==> config.mk <==
export PLATFORM = sky130hd
export DESIGN_NAME = line_leak_detector
export DESIGN_NICKNAME = d
export VERILOG_FILES = /design/src/rtl/line_leak_detector.sv
export SDC_FILE = /design/constraint.sdc
export NUM_CORES = 1
export LEC_CHECK = 0
export BUFFER_PORTS_ARGS = -buffer_cell sky130_fd_sc_hd__buf_4
export CAP_MARGIN = 30
export CORE_ASPECT_RATIO = 0.5
export CORE_UTILIZATION = 45
export CTS_CLUSTER_DIAMETER = 30
export DETAILED_ROUTE_END_ITERATION = 8
export HOLD_SLACK_MARGIN = 0.02
export SLEW_MARGIN = 10
export SYNTH_ARGS = -nofsm -noshare
export SYNTH_HDL_FRONTEND = slang
export SYNTH_SLANG_ARGS = --single-unit
export TNS_END_PERCENT = 100
==> constraint.sdc <==
create_clock -name clk -period 13.45 [get_ports clk]
set_clock_uncertainty 0.2 [all_clocks]
set_input_delay 3.3625 -clock clk [delete_from_list [all_inputs] [get_ports clk]]
set_output_delay 3.3625 -clock clk [all_outputs]
set_load 0.005 [all_outputs]
==> src/rtl/line_leak_detector.sv <==
`timescale 1ns/1ps
module line_leak_detector #(
  parameter int ADDR_W    = 32,
  parameter int OFFSET_W  = 4,
  parameter int INDEX_W   = 6,
  parameter int CNT_W     = 7,
  parameter int THRESHOLD = 100,
  parameter logic [ADDR_W-1:0] VICT_LO = 32'h0001_0000,
  parameter logic [ADDR_W-1:0] VICT_HI = 32'h0001_FFFF,
  parameter logic [ADDR_W-1:0] ATK_LO  = 32'h0002_0000,
  parameter logic [ADDR_W-1:0] ATK_HI  = 32'h0002_FFFF
) (
  input  logic              clk,
  input  logic              rst,
  input  logic              req,
  input  logic [ADDR_W-1:0] addr,
  input  logic              hit,
  input  logic              irq_clear,
  output logic [CNT_W-1:0]  trig_count,
  output logic              irq
);
  localparam int LINES = 1 << INDEX_W;
  localparam logic [CNT_W-1:0] CNT_MAX = '1;
  localparam logic [CNT_W-1:0] THR = CNT_W'(THRESHOLD);

  typedef enum logic [2:0] {
    S_START, S_V, S_A, S_VV, S_VA, S_AV, S_AA, S_ATK
  } lstate_t;

  lstate_t st_mem [LINES];
  lstate_t cur, nxt, restart;

  logic [INDEX_W-1:0] idx;
  logic in_v, in_a, is_v, is_a, track, ev_miss, fire;
  logic [CNT_W-1:0] cnt_nx;

  assign idx     = addr[OFFSET_W +: INDEX_W];
  assign in_v    = (addr >= VICT_LO) && (addr <= VICT_HI);
  assign in_a    = (addr >= ATK_LO) && (addr <= ATK_HI);
  assign is_v    = req & in_v;
  assign is_a    = req & ~in_v & in_a;
  assign track   = is_v | is_a;
  assign ev_miss = req & ~hit;
  assign cur     = st_mem[idx];
  assign restart = is_v ? S_V : S_A;

  always_comb begin
    unique case (cur)
      S_START, S_ATK: nxt = restart;
      S_V:            nxt = is_v ? S_VV : (ev_miss ? S_VA : S_A);
      S_A:            nxt = is_a ? S_AA : (ev_miss ? S_AV : S_V);
      default:        nxt = ev_miss ? S_ATK : restart;
    endcase
  end

  assign fire = track && (nxt == S_ATK);

  always_ff @(posedge clk) begin
    if (rst) begin
      for (int i = 0; i < LINES; i++) st_mem[i] <= S_START;
    end else if (track) begin
      st_mem[idx] <= nxt;
    end
  end

  always_comb begin
    if (irq_clear)                         cnt_nx = '0;
    else if (fire && trig_count != CNT_MAX) cnt_nx = trig_count + 1'b1;
    else                                   cnt_nx = trig_count;
  end

  always_ff @(posedge clk) begin
    if (rst) begin
      trig_count <= '0;
      irq        <= 1'b0;
    end else begin
      trig_count <= cnt_nx;
      irq        <= (cnt_nx >= THR);
    end
  end

  // never wraps (monotonic unless cleared)
  a_r7_no_wrap: assert property (@(posedge clk) disable iff (rst)
    !irq_clear |=> trig_count >= $past(trig_count));

  // at most one trigger per request
  a_r4_single_step: assert property (@(posedge clk) disable iff (rst)
    (!irq_clear && trig_count != CNT_MAX) |=> trig_count <= $past(trig_count) + 1'b1);

  // clear empties counter and drops interrupt
  a_r9_clear: assert property (@(posedge clk) disable iff (rst)
    irq_clear |=> (trig_count == '0) && !irq);

  // interrupt holds until cleared
  a_r8_irq_hold: assert property (@(posedge clk) disable iff (rst)
    (irq && !irq_clear) |=> irq);

  // idle cycles leave the counter alone
  a_r10_idle: assert property (@(posedge clk) disable iff (rst)
    (!req && !irq_clear) |=> $stable(trig_count));

  // addresses outside both windows do not count
  a_r3_outside: assert property (@(posedge clk) disable iff (rst)
    (req && !in_v && !in_a && !irq_clear) |=> $stable(trig_count));
endmodule

==> results of run 1 <==
## worst min-delay path, cell delays in order, from the launching register on
cell and delay [ns]:
dfxtp_1 0.34, nand2_1 0.06, o21ai_0 0.08
## cell type report
cell class	instances	area, sq um
fill	1885	10870
sequential	200	5926
inverter	5	18.77
multi-input combinational	488	3587
timing repair buffer	53	397.9
clock inverter	14	123.9
tap	300	375.4
clock buffer	18	429.2
## state kept, by name, summed over array words and instances (netlist names)
signal      cells
irq             1
st_mem        192
trig_count      7
## Yosys cell counts (4+ instances only)
cell / instances
a21oi_1: 9
a221oi_1: 6
a22o_1: 4
buf_2: 7
buf_6: 6
clkbuf_1: 83
dfxtp_1: 8
edfxtp_1: 192
mux2_2: 4
mux2i_1: 30
mux4_2: 33
nand2_1: 26
nand2b_1: 4
nand3_1: 6
nand3b_1: 7
nor2_1: 19
nor2b_1: 4
nor3_1: 202
nor3b_1: 4
nor4_1: 5
o21bai_1: 64
o22ai_1: 5
xnor2_1: 4
## layout by cell type (no fill, tap or decap), types with 6 or more instances in the layout
master,instances
nand3_1,6
mux4_2,33
nand2_1,25
a21oi_1,9
dfxtp_1,8
o21bai_1,64
nand3b_1,7
edfxtp_1,192
mux2i_1,30
clkbuf_16,17
a221oi_1,6
buf_4,53
nor3_1,202
nor2_1,18
## final timing paths
kind                                    start             to  slack, ns  cells past startpoint
worst min-delay path            trig_count[6]  trig_count[6]       0.34                      2
worst max-delay path                  addr[6]            irq       5.56                     13
worst max register to register  st_mem[14][1]            irq       9.17                     11
worst min register to register  trig_count[6]  trig_count[6]       0.34                      2
## layer usage
layer / up-vias / routed length, um
met4: 0 / 186
met1: 3324 / 11070
met5: - / 0
met2: 223 / 11190
li1: 3025 / -
met3: 13 / 1469
## power breakdown
group	leakage [nW]	switching (mW)	internal, mW
Sequential	2.04	0.00605	0.700
Clock	0.255	0.236	0.256
Combinational	1.12	0.0943	0.0434
## logic make-up (layout without fill, tap and decap cells)
kind of cell	Yosys count	count (layout)	synth area share [%]
DFF	200	200	59.33
AOI/OAI and AO/OA	116	116	8.732
xor gates and xnor gates	4	4	0.3508
adders and majority gates	1	1	0.1253
and+or+nand+nor	300	300	15.65
buffers and inverters	107	90	4.911
muxes	67	67	10.90
==> flow_summary.yaml, run 1 <==
critical_path:
  max_stage_delay_ns: 0.61
  path_class: "input port to flop"
  cp_max_fo: 65
  crit_buf_inv: 2
  cp_data_required_time_ns: 13.63
  critPathSlowestCell: "buf_4"
  crit_path_end_kind: "flop"
  arrival_ns: 8.08
  worstSetupStartpointType: "input port"
  path_cells: "buf_4 > buf_4 > mux2i_1 > a22o_1 > a2111oi_0 > a211oi_1 > and3_1 > and3_1 > o31ai_1 > nand2_4 > nor3_1 > a21oi_1 > and4bb_1"
  path_delay_family: "simple AND/OR/NAND/NOR gates"
power:
  vdd_drop_max_uv: 94.68
  leakage_nw: 3.413
  p_per_area_nw_per_um2: 123.0
  power.total_mw: 1.336
final_layout:
  area_growth_pct: 8.719
  fin_util_pct: 49.97
  num_antenna_cells: 0
  design_area_sq_um: 10860
  fin_cells: 1078
  drive_gt1_share_pct: 16.32
  final_nets: 803
floorplanning:
  start_util_pct: 45.96
  dieArea_sq_um: 22830
  top_level_ports: 45
  die-width_um: 212.7
  die_h_um: 107.3
  num_rows: 38
  core_area_sq_um: 21730
logic_synthesis:
  synth-edff-count: 192
  avgSynthCellArea_sq_um: 12.56
  synthFlopType: "edfxtp_1"
  seq_area_frac_synth_pct: 59.33
  synth_nets: 833
  ys_top_cells_by_area: "edfxtp_1 (58%), nor3_1 (10%), mux4_2 (7.4%), o21bai_1 (4.8%), clkbuf_1 (3.1%)"
  syn_inst: 795
  netlist_area_sq_um: 9987
  yosysTopAreaCellShare_pct: 57.73
  ys_ff_latch: 200
  synth_top_area_cell: "edfxtp_1"
  yosysWarnings: 0
  ys_types: 65
  async_flop_share_pct: 0
global_route:
  grtUsageTotal_pct: 22.08
  grt.overflow.total: 0
  grt_pass1_vias: 6370
  grt_max_degree: 69
  grt_util_met1_pct: 31.63
  met3_usage_pct: 4.609
  top_usage_layer: "met2"
  antenna_found_initial: 0
  grt_pass1_wl_mm: 37.36
  use_met2_pct: 34.41
placement:
  port_buffers: 34
  post-place-ws_ns: 5.154
  gp_congestion: 0.8532
  hpwl_mm: 14.11
  placed_area_sq_um: 10300
  place_inst: 1046
cts:
  cts-buffers-inserted: 17
  cts_setup_buffers: 0
  cts_num_sinks: 200
  h-tree-depth: 4
  post_cts_resized: 0
  cts_tree: "yes"
  clk_pin_slew_worst_paths_ns: 0.07
  holdBufCountCts: 0
  clk_latency_ns: 0.45
  ctsLongestPathBuffers: 2
  ctsRootBufferMaster: "clkbuf_16"
route:
  drtPass1Iterations: 7
  drt_wl_total_mm: 23.91
  avgRoutedWirePerCell_um: 22.18
  via_per_inst: 6.109
  drc_errors: 0
  first_iter_violations: 704
  vias: 6585
  ant_nets: 0
sta:
  period_needed_ns: 7.891
  fmax_mhz: 126.7
  slew_violations: 0
  finalSetupViolations: 0
  whs_ns: 0.3376
  worst_slew_pin_slew_ns: 0.8995
  relSlewSlack_pct: 40.03
  final-hold-violation-count: 0
  rsz0062_at_grt: "false"
  period_share_pct: 58.67
  finalSetupTns_ns: 0
  setup_slack_ns: 5.559
worst_hold_path:
  min_path_type: "flop to flop"
job:
  max_cap_violations: 0
run_status:
  status: "finished, final reports clean"
Power figures use the tool's default switching activity.
==> inputs of run 2 (changes only) <==
--- a/config.mk
+++ b/config.mk
@@ -5,6 +5,7 @@
 export SDC_FILE = /design/constraint.sdc
 export NUM_CORES = 1
 export LEC_CHECK = 0
+export ABC_AREA = 1
 export BUFFER_PORTS_ARGS = -buffer_cell sky130_fd_sc_hd__buf_4
 export CAP_MARGIN = 30
 export CORE_ASPECT_RATIO = 0.5
==> constraint.sdc (replaced) <==
create_clock -name clk -period 7.85 [get_ports clk]
set_clock_uncertainty 0.2 [all_clocks]
set_input_delay 1.9625 -clock clk [delete_from_list [all_inputs] [get_ports clk]]
set_output_delay 1.9625 -clock clk [all_outputs]
set_load 0.005 [all_outputs]
==> run 2 against run 1 <==
Sequential share of layout area shrank 4.3 points. Flip-flop and latch count did not move. Cell count is 54% higher. Synthesized cell count rose by 67%. Via count rose by 27%. Critical endpoint unchanged. Largest power group unchanged.
==> flow_summary.yaml, run 2 <==
global_route:
  grtUsageTotal_pct: 21.29
  grt_pass1_wl_mm: 39.32
  grt_pass1_vias: 7848
  grt.overflow.total: 0
  antenna_found_initial: 0
  grt_max_degree: 70
final_layout:
  area_growth_pct: 9.872
  final_nets: 1375
  reg_top3: "st_mem: 192 flops, trig_count: 7 flops, irq: 1 flops"
  fin_cells: 1656
  fin_util_pct: 51.04
  largest_reg_flops: 192
  drive_gt1_share_pct: 9.266
  final_common_cell: "nand2_1"
  final_cell_mix: "nand2_1 (388), nor2_1 (272), edfxtp_1 (192)"
  design_area_sq_um: 11780
  largest-register: "st_mem"
  num_antenna_cells: 0
power:
  pwr-share-comb_pct: 16.1
  internal-power_mw: 1.750
  p_seq_share_pct: 48.9
  clockPowerShare_pct: 35.0
  swShare_pct: 28.63
  leakage_nw: 5.217
  vdd_drop_max_uv: 160.6
  p_per_area_nw_per_um2: 208.2
  p_sw_uw: 702.3
sta:
  period_needed_ns: 5.797
  period_share_pct: 73.85
  finalSetupViolations: 0
  slew_violations: 0
  rsz0062_at_grt: "false"
  whs_ns: 0.2998
  fmax_mhz: 172.5
  final-hold-violation-count: 0
  worst_slew_pin_slew_ns: 1.007
  finalSetupTns_ns: 0
  relSlewSlack_pct: 32.24
critical_path:
  r2r-start: "st_mem[2][1]"
  cp_data_required_time_ns: 7.99
  worstSetupStartpointType: "input port"
  cpMostUsedCell: "nand2_1"
  r2r_slack_ns: 4.43
  critPathSlowestCell: "buf_4"
  max_stage_delay_ns: 0.62
  path_class: "input port to flop"
  r2r_end: "st_mem[11][1]"
  crit_path_end_kind: "flop"
  path_cells: "buf_4 > buf_4 > nand2_1 > nand3_1 > nand2_1 > o21ai_0 > o21ai_0 > nor2_1 > nand2_1 > nor2_2 > nand3_1 > nand2_1 > inv_1 > nand3_1 > nand2_2 > nor2_2 > nand4_2 > nand2_1 > nand2_1 > nand2_1 > nand3_1 > nand2_1 > inv_1"
  rr_worst_depth: 14
  cp_max_fo: 69
  arrival_ns: 5.93
cts:
  cts_setup_buffers: 0
  clk_latency_ns: 0.44
  ctsLongestPathBuffers: 2
  holdBufCountCts: 0
  cts_tree: "yes"
  h-tree-depth: 4
  cts_num_sinks: 200
  clk_pin_slew_worst_paths_ns: 0.07
  cts-buffers-inserted: 17
  post_cts_resized: 0
  ctsRootBufferMaster: "clkbuf_16"
logic_synthesis:
  synthFlopType: "edfxtp_1"
  synth_top_area_cell: "edfxtp_1"
  yosysMostFrequentCell: "nand2_1"
  async_flop_share_pct: 0
  yosysTopAreaCellShare_pct: 53.77
  synth-edff-count: 192
  ys_ff_latch: 200
  netlist_area_sq_um: 10720
  avgSynthCellArea_sq_um: 8.087
  synth_common_cells: "nand2_1 (390), nor2_1 (272), edfxtp_1 (192)"
  seq_area_frac_synth_pct: 55.26
  syn_inst: 1326
  ys_top_cells_by_area: "edfxtp_1 (54%), nand2_1 (14%), nor2_1 (9.5%), inv_1 (6.6%), nand3_1 (4.4%)"
  ys_types: 37
  yosysWarnings: 0
  synth_nets: 1364
floorplanning:
  die_h_um: 111.2
  start_util_pct: 46.46
  dieArea_sq_um: 24490
  die-width_um: 220.3
  num_rows: 39
  top_level_ports: 45
  core_area_sq_um: 23080
run_status:
  status: "finished, final reports clean"
worst_hold_path:
  min_path_type: "flop to flop"
  hold_start: "trig_count[1]"
  whs_endpoint: "trig_count[1]"
  hold_depth: 2
placement:
  place_inst: 1621
  placed_area_sq_um: 11180
  hpwl_mm: 16.18
  gp_congestion: 0.9092
  port_buffers: 34
route:
  vias: 8362
  avgRoutedWirePerCell_um: 15.03
  drtPass1Iterations: 5
  first_iter_violations: 661
  via_per_inst: 5.050
  ant_nets: 0
  drc_errors: 0
  drt_wl_total_mm: 24.89
job:
  max_cap_violations: 0
-- run 2: changes by cell type in the layout (fill, tap and decap cells not counted), moves of 7 or more --
cell	change
nand2_1	+363
nor2_1	+254
nor3_1	-193
inv_1	+184
nand3_1	+88
o21bai_1	-64
mux4_2	-33
mux2i_1	-30
o21ai_0	+18
or2_2	+8
a21oi_1	-7
nand4_1	+7
o21ai_1	+7
-- run 2: metal layers --
| metal | vias to the layer above | share of wire [%] | wire [um] | track usage (%) |
|---|---|---|---|---|
| li1 | 4172 | - | - | - |
| met1 | 3883 | 46 | 11520 | 29.37 |
| met2 | 282 | 46 | 11390 | 34.52 |
| met3 | 25 | 6.6 | 1635 | 3.676 |
| met4 | 0 | 1.3 | 334 | 5.655 |
| met5 | - | 0 | 0 | 0 |
-- run 2: final cells by class --
type / instances / area (sq um)
clock inverters: 12 / 127.6
clock buffers: 19 / 432.9
inverters: 194 / 730.7
multi-input cells: 867 / 3717
fillers: 2174 / 11300
well taps: 307 / 384.1
flip-flops and latches: 200 / 5926
repair buffers: 57 / 462.9
-- run 2: kinds of logic (layout without fill, tap and decap cells) --
| kind of cell | Yosys count | after routing | share of synthesized area [%] |
|---|---|---|---|
| and+or+nand+nor | 823 | 823 | 31.86 |
| buffers and inverters | 259 | 282 | 10.35 |
| DFF | 200 | 200 | 55.26 |
| AOI/OAI and AO/OA | 39 | 39 | 2.089 |
| xor gates and xnor gates | 4 | 4 | 0.3268 |
| adders and majority gates | 1 | 1 | 0.1167 |
-- run 2: worst max-delay path by stage --
stage                       start            to  slack, ns  depth (start not counted)
final                     addr[4]           irq       2.05                         23
after global routing      addr[4]           irq       1.64                         23
after CTS                 addr[4]           irq       2.16                         23
after detailed placement  addr[4]           irq       1.70                         24
after global placement    addr[4]           irq       1.71                         23
after floorplan           addr[6]  st_mem[0][1]       3.51                         20
-- run 2: power groups by stage --
stage	registers (mW)	logic, mW	clock network, mW
after floorplan	1.22	0.264	0
after global placement	1.22	0.387	0
after detailed placement	1.22	0.390	0
after CTS	1.20	0.391	0.866
after global routing	1.20	0.424	0.902
final	1.20	0.395	0.858
-- run 2: per-stage QoR --
stage	power, mW	worst slack, ns
global placement	1.611	1.711
finish	2.453	2.053
CTS	2.458	2.159
detailed placement	1.615	1.700
floorplan	1.485	3.508
global route	2.529	1.643
-- run 2: worst max-delay path: cells and delay by family --
kind	cells	cell delay, ns
buf+inv	4	1.25
compound gates	2	0.31
simple gates	17	2.37
==> inputs of run 3 (changes only) <==
--- a/config.mk
+++ b/config.mk
@@ -5,7 +5,7 @@
 export SDC_FILE = /design/constraint.sdc
 export NUM_CORES = 1
 export LEC_CHECK = 0
-export ABC_AREA = 1
+export ABC_AREA = 0
 export BUFFER_PORTS_ARGS = -buffer_cell sky130_fd_sc_hd__buf_4
 export CAP_MARGIN = 30
 export CORE_ASPECT_RATIO = 0.5
==> constraint.sdc (replaced) <==
create_clock -name clk -period 5.8 [get_ports clk]
set_clock_uncertainty 0.2 [all_clocks]
set_input_delay 1.45 -clock clk [delete_from_list [all_inputs] [get_ports clk]]
set_output_delay 1.45 -clock clk [all_outputs]
set_load 0.005 [all_outputs]
==> run 3 against run 2 <==
The run now ends with design-rule violations left. Count of clock-buffer cells in the layout down 2. Critical path depth fell by 10. Utilization is 0.082 points lower. Hold slack gained 0.039 ns. Worst setup slack worse by 1.3 ns. Design area decreased by 6.0%. Flip-flop and latch count is the same. Cell count fell by 34%. Critical endpoint unchanged. Via count shrank 19%. Power rose by 29%.
==> flow_summary.yaml, run 3 (synthesized netlist as in run 1, its figures left out) <==
critical_path:
  worstSetupStartpointType: "input port"
  crit_path_end_kind: "flop"
  path_class: "input port to flop"
  cp_max_fo: 24
  cp_data_required_time_ns: 5.93
  arrival_ns: 5.22
final_layout:
  register_area_sq_um: 5926
  reg_top3: "st_mem: 192 flops, trig_count: 7 flops, irq: 1 flops"
  final_nets: 822
  fin_util_pct: 50.96
  final_common_cell: "nor3_1"
  final_cell_mix: "nor3_1 (202), edfxtp_1 (192), buf_4 (67)"
  nFillCells: 1871
  largest_reg_flops: 192
  drive_gt1_share_pct: 18.57
  multi_input_area_sq_um: 3582
  num_antenna_cells: 0
  area_growth_pct: 10.87
  largest-register: "st_mem"
  design_area_sq_um: 11070
placement:
  placed_area_sq_um: 10510
  gp_congestion: 0.8600
  hpwl_mm: 15.05
  port_buffers: 34
route:
  drc_errors: 1
  via_per_inst: 6.173
  avgRoutedWirePerCell_um: 22.18
  drtPass1Iterations: 7
  vias: 6772
  first_iter_violations: 961
  ant_nets: 0
  drt_wl_total_mm: 24.33
job:
  max_cap_violations: 0
sta:
  whs_ns: 0.3389
  period_share_pct: 87.76
  finalSetupViolations: 0
  period_needed_ns: 5.090
  worst_slew_pin_slew_ns: 0.7712
  finalSetupTns_ns: 0
  final-hold-violation-count: 0
  fmax_mhz: 196.5
  rsz0062_at_grt: "false"
  relSlewSlack_pct: 48.59
  slew_violations: 0
power:
  p_per_area_nw_per_um2: 285.0
  vdd_drop_max_uv: 217.6
  power.total_mw: 3.156
  leakage_nw: 3.550
cts:
  ctsLongestPathBuffers: 2
  holdBufCountCts: 0
  cts-buffers-inserted: 17
  ctsRootBufferMaster: "clkbuf_16"
  cts_tree: "yes"
  clk_latency_ns: 0.45
  post_cts_resized: 0
  cts_num_sinks: 200
  cts_setup_buffers: 0
  clk_pin_slew_worst_paths_ns: 0.06
  h-tree-depth: 4
global_route:
  grt_pass1_vias: 6466
  grt.overflow.total: 0
  antenna_found_initial: 0
  grt_pass1_wl_mm: 37.67
  grt_max_degree: 69
  grtUsageTotal_pct: 22.51
floorplanning:
  core_area_sq_um: 21730
  die_h_um: 107.3
  die-width_um: 212.7
  dieArea_sq_um: 22830
  num_rows: 38
  top_level_ports: 45
  start_util_pct: 45.96
run_status:
  failed_checks: "design-rule violations"
  status: "finished, violations left"
worst_hold_path:
  min_path_type: "flop to flop"
run 3: cell types whose count changed in the layout (fill, tap and decap cells not counted), sizes merged, moves of 8 or more:
cell	before	now
or2	17	1
o21bai	0	64
nand3	96	6
nor3	16	204
mux2i	0	30
nor2	279	19
o21ai	30	5
nand2	394	26
inv	196	11
buf	54	72
mux4	0	33
nand4	10	2
run 3: per-layer routing:
metal,share of wire [%],wire length [um],global-route usage [%],vias up
met5,0,0,0,-
met4,1.7,425,7.040,0
met3,7.1,1736,4.901,32
met2,45,10920,34.36,267
met1,46,11250,32.07,3407
li1,-,-,-,3066
run 3: final cells by class:
cell class	instances	share of cell area, %
clock inverters	15	1.288
inverters	5	0.1695
clock buffers	17	3.842
multi-input cells	488	32.35
repair buffers	72	5.446
flip-flops and latches	200	53.51
well taps	300	3.390
run 3: report_power, final:
part / internal [mW] / switching, mW / leakage [nW]
sequential: 1.62 / 0.0149 / 2.04
clock: 0.604 / 0.572 / 0.278
combinational: 0.119 / 0.225 / 1.24
total: 2.34 / 0.812 / 3.55
run 3: final timing paths:
kind | from | endpoint | slack, ns | depth (start not counted)
max | addr[4] | irq | 0.71 | 13
max reg2reg | st_mem[13][1] | irq | 1.91 | 11
min reg2reg | trig_count[6] | trig_count[6] | 0.34 | 2
min | trig_count[6] | trig_count[6] | 0.34 | 2
run 3: per-stage QoR:
stage,std cells,setup WS (ns)
after floorplan,795,1.116
after global routing,1097,0.4084
after CTS,1097,0.7770
final,1097,0.7100
after global placement,1065,0.4322
after detailed placement,1065,0.3160
run 3: critical path: stages:
cell	delay, ns
buf_4	0.27
buf_4	0.24
nor2_1	0.57
a22o_1	0.23
a221oi_1	0.05
a211oi_1	0.62
and3_1	0.37
nor3_1	0.07
o31ai_1	0.44
o2111ai_2	0.30
nor3_2	0.24
xnor2_1	0.15
and4bb_1	0.20
